**config.mk**
```make
export PLATFORM = sky130hd
export DESIGN_NAME = ssm_master
export DESIGN_NICKNAME = d
export VERILOG_FILES = /design/src/rtl/ssm_pkg.sv /design/src/rtl/ssm_baud_gen.sv /design/src/rtl/ssm_shifter.sv /design/src/rtl/ssm_master.sv
export SDC_FILE = /design/constraint.sdc
export NUM_CORES = 1
export LEC_CHECK = 0
export BUFFER_PORTS_ARGS = -buffer_cell sky130_fd_sc_hd__buf_4
export CAP_MARGIN = 10
export CORE_MARGIN = 3
export CORE_UTILIZATION = 47
export CTS_CLUSTER_SIZE = 24
export DETAILED_ROUTE_END_ITERATION = 8
export HOLD_SLACK_MARGIN = 0.03
export PLACE_DENSITY = 0.68
export SYNTH_ARGS = -nofsm -noshare
export SYNTH_HDL_FRONTEND = slang
export SYNTH_SLANG_ARGS = --single-unit
```
**constraint.sdc**
```tcl
create_clock -name clk_i -period 6.1 [get_ports clk_i]
set_input_delay 0.61 -clock clk_i [delete_from_list [all_inputs] [get_ports clk_i]]
set_output_delay 0.61 -clock clk_i [all_outputs]
set_load 0.005 [all_outputs]
```
**src/rtl/ssm_pkg.sv**
```systemverilog
package ssm_pkg;
  function automatic int cnt_bits(input int n);
    return (n < 2) ? 1 : $clog2(n);
  endfunction
endpackage

```
**src/rtl/ssm_baud_gen.sv**
```systemverilog
module ssm_baud_gen #(
  parameter int DIVW = 8
) (
  input  logic            clk_i,
  input  logic            rst_ni,
  input  logic            en_i,
  input  logic [DIVW-1:0] div_i,
  output logic            tick_o
);
  logic [DIVW-1:0] cnt_q;

  assign tick_o = en_i && (cnt_q == div_i);

  always_ff @(posedge clk_i or negedge rst_ni) begin
    if (!rst_ni)                cnt_q <= '0;
    else if (!en_i || tick_o)   cnt_q <= '0;
    else                        cnt_q <= cnt_q + 1'b1;
  end
endmodule

```
**src/rtl/ssm_shifter.sv**
```systemverilog
module ssm_shifter #(
  parameter int W = 8
) (
  input  logic         clk_i,
  input  logic         rst_ni,
  input  logic         load_i,
  input  logic [W-1:0] load_data_i,
  input  logic         shift_i,
  input  logic         sample_i,
  input  logic         capture_i,
  input  logic         miso_i,
  output logic         mosi_o,
  output logic [W-1:0] rdata_o
);
  logic [W-1:0] tx_q, rx_q, rdata_q;
  logic         mosi_q;

  always_ff @(posedge clk_i or negedge rst_ni) begin
    if (!rst_ni) begin
      tx_q   <= '0;
      mosi_q <= 1'b0;
    end else begin
      if (load_i)       tx_q <= load_data_i;
      else if (shift_i) tx_q <= {tx_q[W-2:0], 1'b0};
      if (shift_i)      mosi_q <= tx_q[W-1];
    end
  end

  always_ff @(posedge clk_i or negedge rst_ni) begin
    if (!rst_ni) begin
      rx_q    <= '0;
      rdata_q <= '0;
    end else begin
      if (sample_i)  rx_q    <= {rx_q[W-2:0], miso_i};
      if (capture_i) rdata_q <= {rx_q[W-2:0], miso_i};
    end
  end

  assign mosi_o  = mosi_q;
  assign rdata_o = rdata_q;
endmodule

```
**src/rtl/ssm_master.sv**
```systemverilog
module ssm_master #(
  parameter int W    = 8,
  parameter int DIVW = 8
) (
  input  logic            clk_i,
  input  logic            rst_ni,
  input  logic            en_i,
  input  logic            idle_hi_i,
  input  logic            lead_latch_i,
  input  logic [DIVW-1:0] baud_div_i,
  input  logic            wr_i,
  input  logic [W-1:0]    wdata_i,
  input  logic            clr_tx_req_i,
  input  logic            clr_rx_req_i,
  input  logic            miso_i,
  output logic            sclk_o,
  output logic            mosi_o,
  output logic            busy_o,
  output logic            tx_req_o,
  output logic            rx_req_o,
  output logic [W-1:0]    rdata_o
);
  import ssm_pkg::*;

  localparam int          HW      = cnt_bits(2 * W + 1);
  localparam logic [HW-1:0] H_END  = HW'(2 * W);
  localparam logic [HW-1:0] H_LAST = HW'(2 * W - 1);

  logic          tick;
  logic          busy_q, pend_q, next_q, tog_q, txb_full_q, tx_req_q, rx_req_q;
  logic [HW-1:0] hcnt_q, nh;
  logic [W-1:0]  txb_q;

  ssm_baud_gen #(.DIVW(DIVW)) u_baud (
    .clk_i (clk_i), .rst_ni(rst_ni), .en_i(en_i),
    .div_i (baud_div_i), .tick_o(tick)
  );

  // half-bit sequencing: latching edges sit on odd half indices
  logic started, adv, latch, last_latch, end_h, shift_out;
  assign nh         = hcnt_q + 1'b1;
  assign started    = tick && !busy_q && pend_q;
  assign adv        = tick && busy_q;
  assign latch      = adv && nh[0];
  assign last_latch = adv && (nh == H_LAST);
  assign end_h      = adv && (nh == H_END);
  assign shift_out  = started || (adv && !nh[0] && ((nh != H_END) || next_q));

  // buffer / shift register hand-over
  logic wr_ok, idle_free, direct_wr, promote, load_buf, buf_wr, load_sh;
  assign wr_ok     = wr_i && en_i;
  assign idle_free = !busy_q && !pend_q;
  assign promote   = idle_free && txb_full_q;
  assign direct_wr = wr_ok && idle_free && !txb_full_q;
  assign buf_wr    = wr_ok && !direct_wr;
  assign load_buf  = last_latch && txb_full_q;
  assign load_sh   = direct_wr || promote || load_buf;

  always_ff @(posedge clk_i or negedge rst_ni) begin
    if (!rst_ni) begin
      txb_q      <= '0;
      txb_full_q <= 1'b0;
      pend_q     <= 1'b0;
      next_q     <= 1'b0;
    end else begin
      if (buf_wr) begin
        txb_q      <= wdata_i;
        txb_full_q <= 1'b1;
      end else if (promote || load_buf) begin
        txb_full_q <= 1'b0;
      end
      if (direct_wr || promote) pend_q <= 1'b1;
      else if (started)         pend_q <= 1'b0;
      if (load_buf)   next_q <= 1'b1;
      else if (end_h) next_q <= 1'b0;
    end
  end

  always_ff @(posedge clk_i or negedge rst_ni) begin
    if (!rst_ni) begin
      busy_q <= 1'b0;
      hcnt_q <= '0;
      tog_q  <= 1'b0;
    end else if (started) begin
      busy_q <= 1'b1;
      hcnt_q <= '0;
      if (!lead_latch_i) tog_q <= ~tog_q;
    end else if (adv) begin
      if (end_h) begin
        hcnt_q <= '0;
        if (!next_q) busy_q <= 1'b0;
      end else begin
        hcnt_q <= nh;
      end
      if (lead_latch_i || (nh != H_END) || next_q) tog_q <= ~tog_q;
    end
  end

  // request flags: set has priority over clear
  always_ff @(posedge clk_i or negedge rst_ni) begin
    if (!rst_ni) begin
      tx_req_q <= 1'b0;
      rx_req_q <= 1'b0;
    end else begin
      if (load_sh)           tx_req_q <= 1'b1;
      else if (clr_tx_req_i) tx_req_q <= 1'b0;
      if (last_latch)        rx_req_q <= 1'b1;
      else if (clr_rx_req_i) rx_req_q <= 1'b0;
    end
  end

  ssm_shifter #(.W(W)) u_shift (
    .clk_i      (clk_i),
    .rst_ni     (rst_ni),
    .load_i     (load_sh),
    .load_data_i(direct_wr ? wdata_i : txb_q),
    .shift_i    (shift_out),
    .sample_i   (latch),
    .capture_i  (last_latch),
    .miso_i     (miso_i),
    .mosi_o     (mosi_o),
    .rdata_o    (rdata_o)
  );

  assign sclk_o   = idle_hi_i ^ tog_q;
  assign busy_o   = busy_q;
  assign tx_req_o = tx_req_q;
  assign rx_req_o = rx_req_q;
endmodule

```
==> flow_summary.json <==
{
  "status": "finished clean",
  "cts-root-buf": "clkbuf_8",
  "antennaDiodeCount": 0,
  "holdCritPathClass": "in -> async",
  "synth-edff-count": 0,
  "tightest_slew_ns": 0.638,
  "ff2ff_path_depth": 6,
  "max_slew_margin": 0.570,
  "first_pass_iters": 5,
  "pwr-share-comb": 0.159,
  "io_pins": 38,
  "critPathSlowestCell": "o32a_1",
  "setup_violations": 0,
  "clock-skew-final_ns": 0.0129,
  "clock_power_share": 0.301,
  "clock.fmax_mhz": 384,
  "cp_max_fo": 12,
  "finalHoldViolCount": 0,
  "avgSynthCellArea_sq_um": 12.3,
  "syn_area_sq_um": 2580,
  "crit_path_end_kind": "flop",
  "drtIter0Drc": 108,
  "wl_um": 4430,
  "critPathMaxStageDelay_ns": 0.56,
  "postCtsSetupRepairBufs": 0,
  "start_util": 0.496,
  "finalNonFillerCells": 317,
  "drc_errors": 0,
  "ant_nets": 0,
  "dieArea_sq_um": 6420,
  "ys_types": 44,
  "synthCells": 210,
  "drive_gt1_frac": 0.296,
  "clk_latency_ns": 0.31,
  "start_kind": "flop",
  "synth_top_area_frac": 0.504,
  "crit_family": "compound AO/OA/AOI/OAI gates",
  "cp.depth": 6,
  "ir_worst_vdd_v": 0.000211,
  "tritoncts": "built",
  "area_growth_pct": 16.8,
  "required_ns": 6.28,
  "p_sw_mw": 0.207,
  "total_power_mw": 0.792,
  "io_buffers": 37,
  "cts_buffers": 5,
  "pwr-share-seq": 0.540,
  "power.internal_mw": 0.585,
  "place_congestion": 0.799,
  "clockBufferDepth": 2,
  "nets": 275,
  "slew_violations": 0,
  "nFillCells": 443,
  "die_x_um": 80.1,
  "grt-ovfl-total": 0,
  "rsz0062_at_grt": "false",
  "power_density_nw_per_um2": 263,
  "finalSetupTns_ns": 0,
  "min_period_ns": 2.60,
  "via_per_inst": 5.29,
  "post-route-period-util": 0.427,
  "crit_arrival_ns": 2.79,
  "seq_area_frac_synth": 0.504,
  "path_cells": "ha_1 -> nor2b_1 -> a22o_1 -> nand4_1 -> o32a_1 -> mux2i_1",
  "synthFlopType": "dfrtp_1",
  "grt_start_max_net_pins": 53,
  "switching_share": 0.261,
  "grt_pass1_vias": 1631,
  "max_cap_violations": 0,
  "synth.area.top_cells": "dfrtp_1 (50%), mux2i_1 (8.9%), mux2_2 (7.0%)",
  "placed_cells": 309,
  "via_count": 1678,
  "cp_num_buf_inv": 0,
  "cts.sinks": 52,
  "antenna_found_initial": 0,
  "cts_hold_buf": 0,
  "core_area_sq_um": 5200,
  "async_flop_share": 1.00,
  "leakagePower_nw": 1.52,
  "crit_type": "reg -> reg",
  "rows": 26,
  "cts_max_level": 2,
  "wire_per_inst_um": 14.0,
  "clk_pin_slew_ns": 0.10,
  "dp_hpwl_um": 3140,
  "die_h_um": 80.1,
  "yosys.area.top_type": "dfrtp_1",
  "ys_ff_latch": 52,
  "grt_usage": 0.155,
  "yosysWarnings": 0,
  "synthesis.nets": 239,
  "post_cts_resized": 0,
  "grt_pass1_wl_um": 7650
}
logic make-up after synthesis:
group | synth area share
fa+ha+maj | 0.0194
buf+inv | 0.0305
flops | 0.504
xor+xnor | 0.0635
simple gates | 0.113
compound gates | 0.0746
mux | 0.195
metrics by stage:
stage | hold slack [ns] | utilization | worst slack (ns) | cell area (sq um)
detailed placement | 0.477 | 0.558 | 3.23 | 2910
finish | 0.321 | 0.580 | 3.50 | 3020
global route | 0.354 | 0.580 | 3.22 | 3020
global placement | 0.465 | 0.558 | 3.28 | 2910
CTS | 0.344 | 0.580 | 3.46 | 3020
floorplan | 0.314 | - | 3.91 | 2580
cells in the final DEF, fill, tap and decap left out, drive strengths merged, types with 2 or more instances in the layout:
cell type / netlist / layout
dfrtp: 52 / 52
a22o: 4 / 4
clkbuf: 3 / 6
nand4: 3 / 3
and3: 2 / 2
nor2b: 5 / 5
nor3: 3 / 3
o21ai: 10 / 10
nand2: 9 / 9
buf: 6 / 38
mux2: 24 / 24
nand2b: 3 / 3
a21o: 4 / 4
xor2: 6 / 6
nand3: 8 / 8
ha: 4 / 4
xnor2: 11 / 11
mux2i: 23 / 23
inv: 6 / 7
a21oi: 2 / 2
nor2: 9 / 9
worst paths after layout:
check / startpoint / end / slack, ns
min in group clk_i: clr_tx_req_i / tx_req_o$_DFFE_PN0P_ / 0.47
worst min-delay path: rst_ni / txb_q[5]$_DFFE_PN0P_ / 0.32
max in group asynchronous: rst_ni / hcnt_q[1]$_DFFE_PN0P_ / 5.34
worst max-delay path: hcnt_q[0]$_DFFE_PN0P_ / u_shift.tx_q[4]$_DFFE_PN0P_ / 3.50
worst min register to register: tog_q$_DFFE_PN0P_ / tog_q$_DFFE_PN0P_ / 0.49
worst max register to register: hcnt_q[0]$_DFFE_PN0P_ / u_shift.tx_q[4]$_DFFE_PN0P_ / 3.50
routing by layer:
layer  global-route usage  vias up  share of wire
met2                0.233       31           0.47
met4               0.0507        0         0.0061
met5                    0        -              0
met3               0.0448        2          0.044
li1                     -      817              -
met1                0.217      828           0.48
worst register-to-register path, delay by kind of cell (launching register included):
kind / cells / cell delay [ns]
AOI/OAI and AO/OA: 2 / 0.73
adders and majority gates: 1 / 0.32
DFF: 1 / 0.55
muxes: 1 / 0.19
and+or+nand+nor: 2 / 0.71
state kept, by name, indices dropped and copies added, names as in the netlist:
| register | cells |
|---|---|
| busy_o | 1 |
| hcnt_q | 5 |
| next_q | 1 |
| pend_q | 1 |
| rx_req_o | 1 |
| tog_q | 1 |
| tx_req_o | 1 |
| txb_full_q | 1 |
| txb_q | 8 |
| u_baud.cnt_q | 8 |
| u_shift.mosi_o | 1 |
| u_shift.rdata_o | 8 |
| u_shift.rx_q | 7 |
| u_shift.tx_q | 8 |
area by class of cell:
| type | count | area, sq um | area share |
|---|---|---|---|
| flip-flops and latches | 52 | 1300 | 0.431 |
| multi-input cells | 143 | 1210 | 0.401 |
| repair buffers | 38 | 285 | 0.0946 |
| well taps | 70 | 87.6 | 0.0290 |
| clock buffers | 6 | 72.6 | 0.0241 |
| clock inverters | 2 | 38.8 | 0.0129 |
| inverters | 6 | 22.5 | 0.00747 |
synth_stat cells (5+ instances only):
master   count
nor2b_1      5
nand3_1      8
mux2_2      16
inv_1        6
dfrtp_1     52
nand2_1      9
mux2i_1     23
mux2_1       7
xnor2_1      9
nor2_1       8
o21ai_0      8
xor2_1       6
power by group through the flow:
stage	Sequential, mW	Combinational (mW)	Clock (mW)
floorplan	0.419	0.0973	0
global placement	0.433	0.125	0
detailed placement	0.435	0.129	0
CTS	0.428	0.129	0.247
global route	0.436	0.143	0.262
finish	0.428	0.126	0.238
Note: power is estimated with default switching activity, not from simulation.
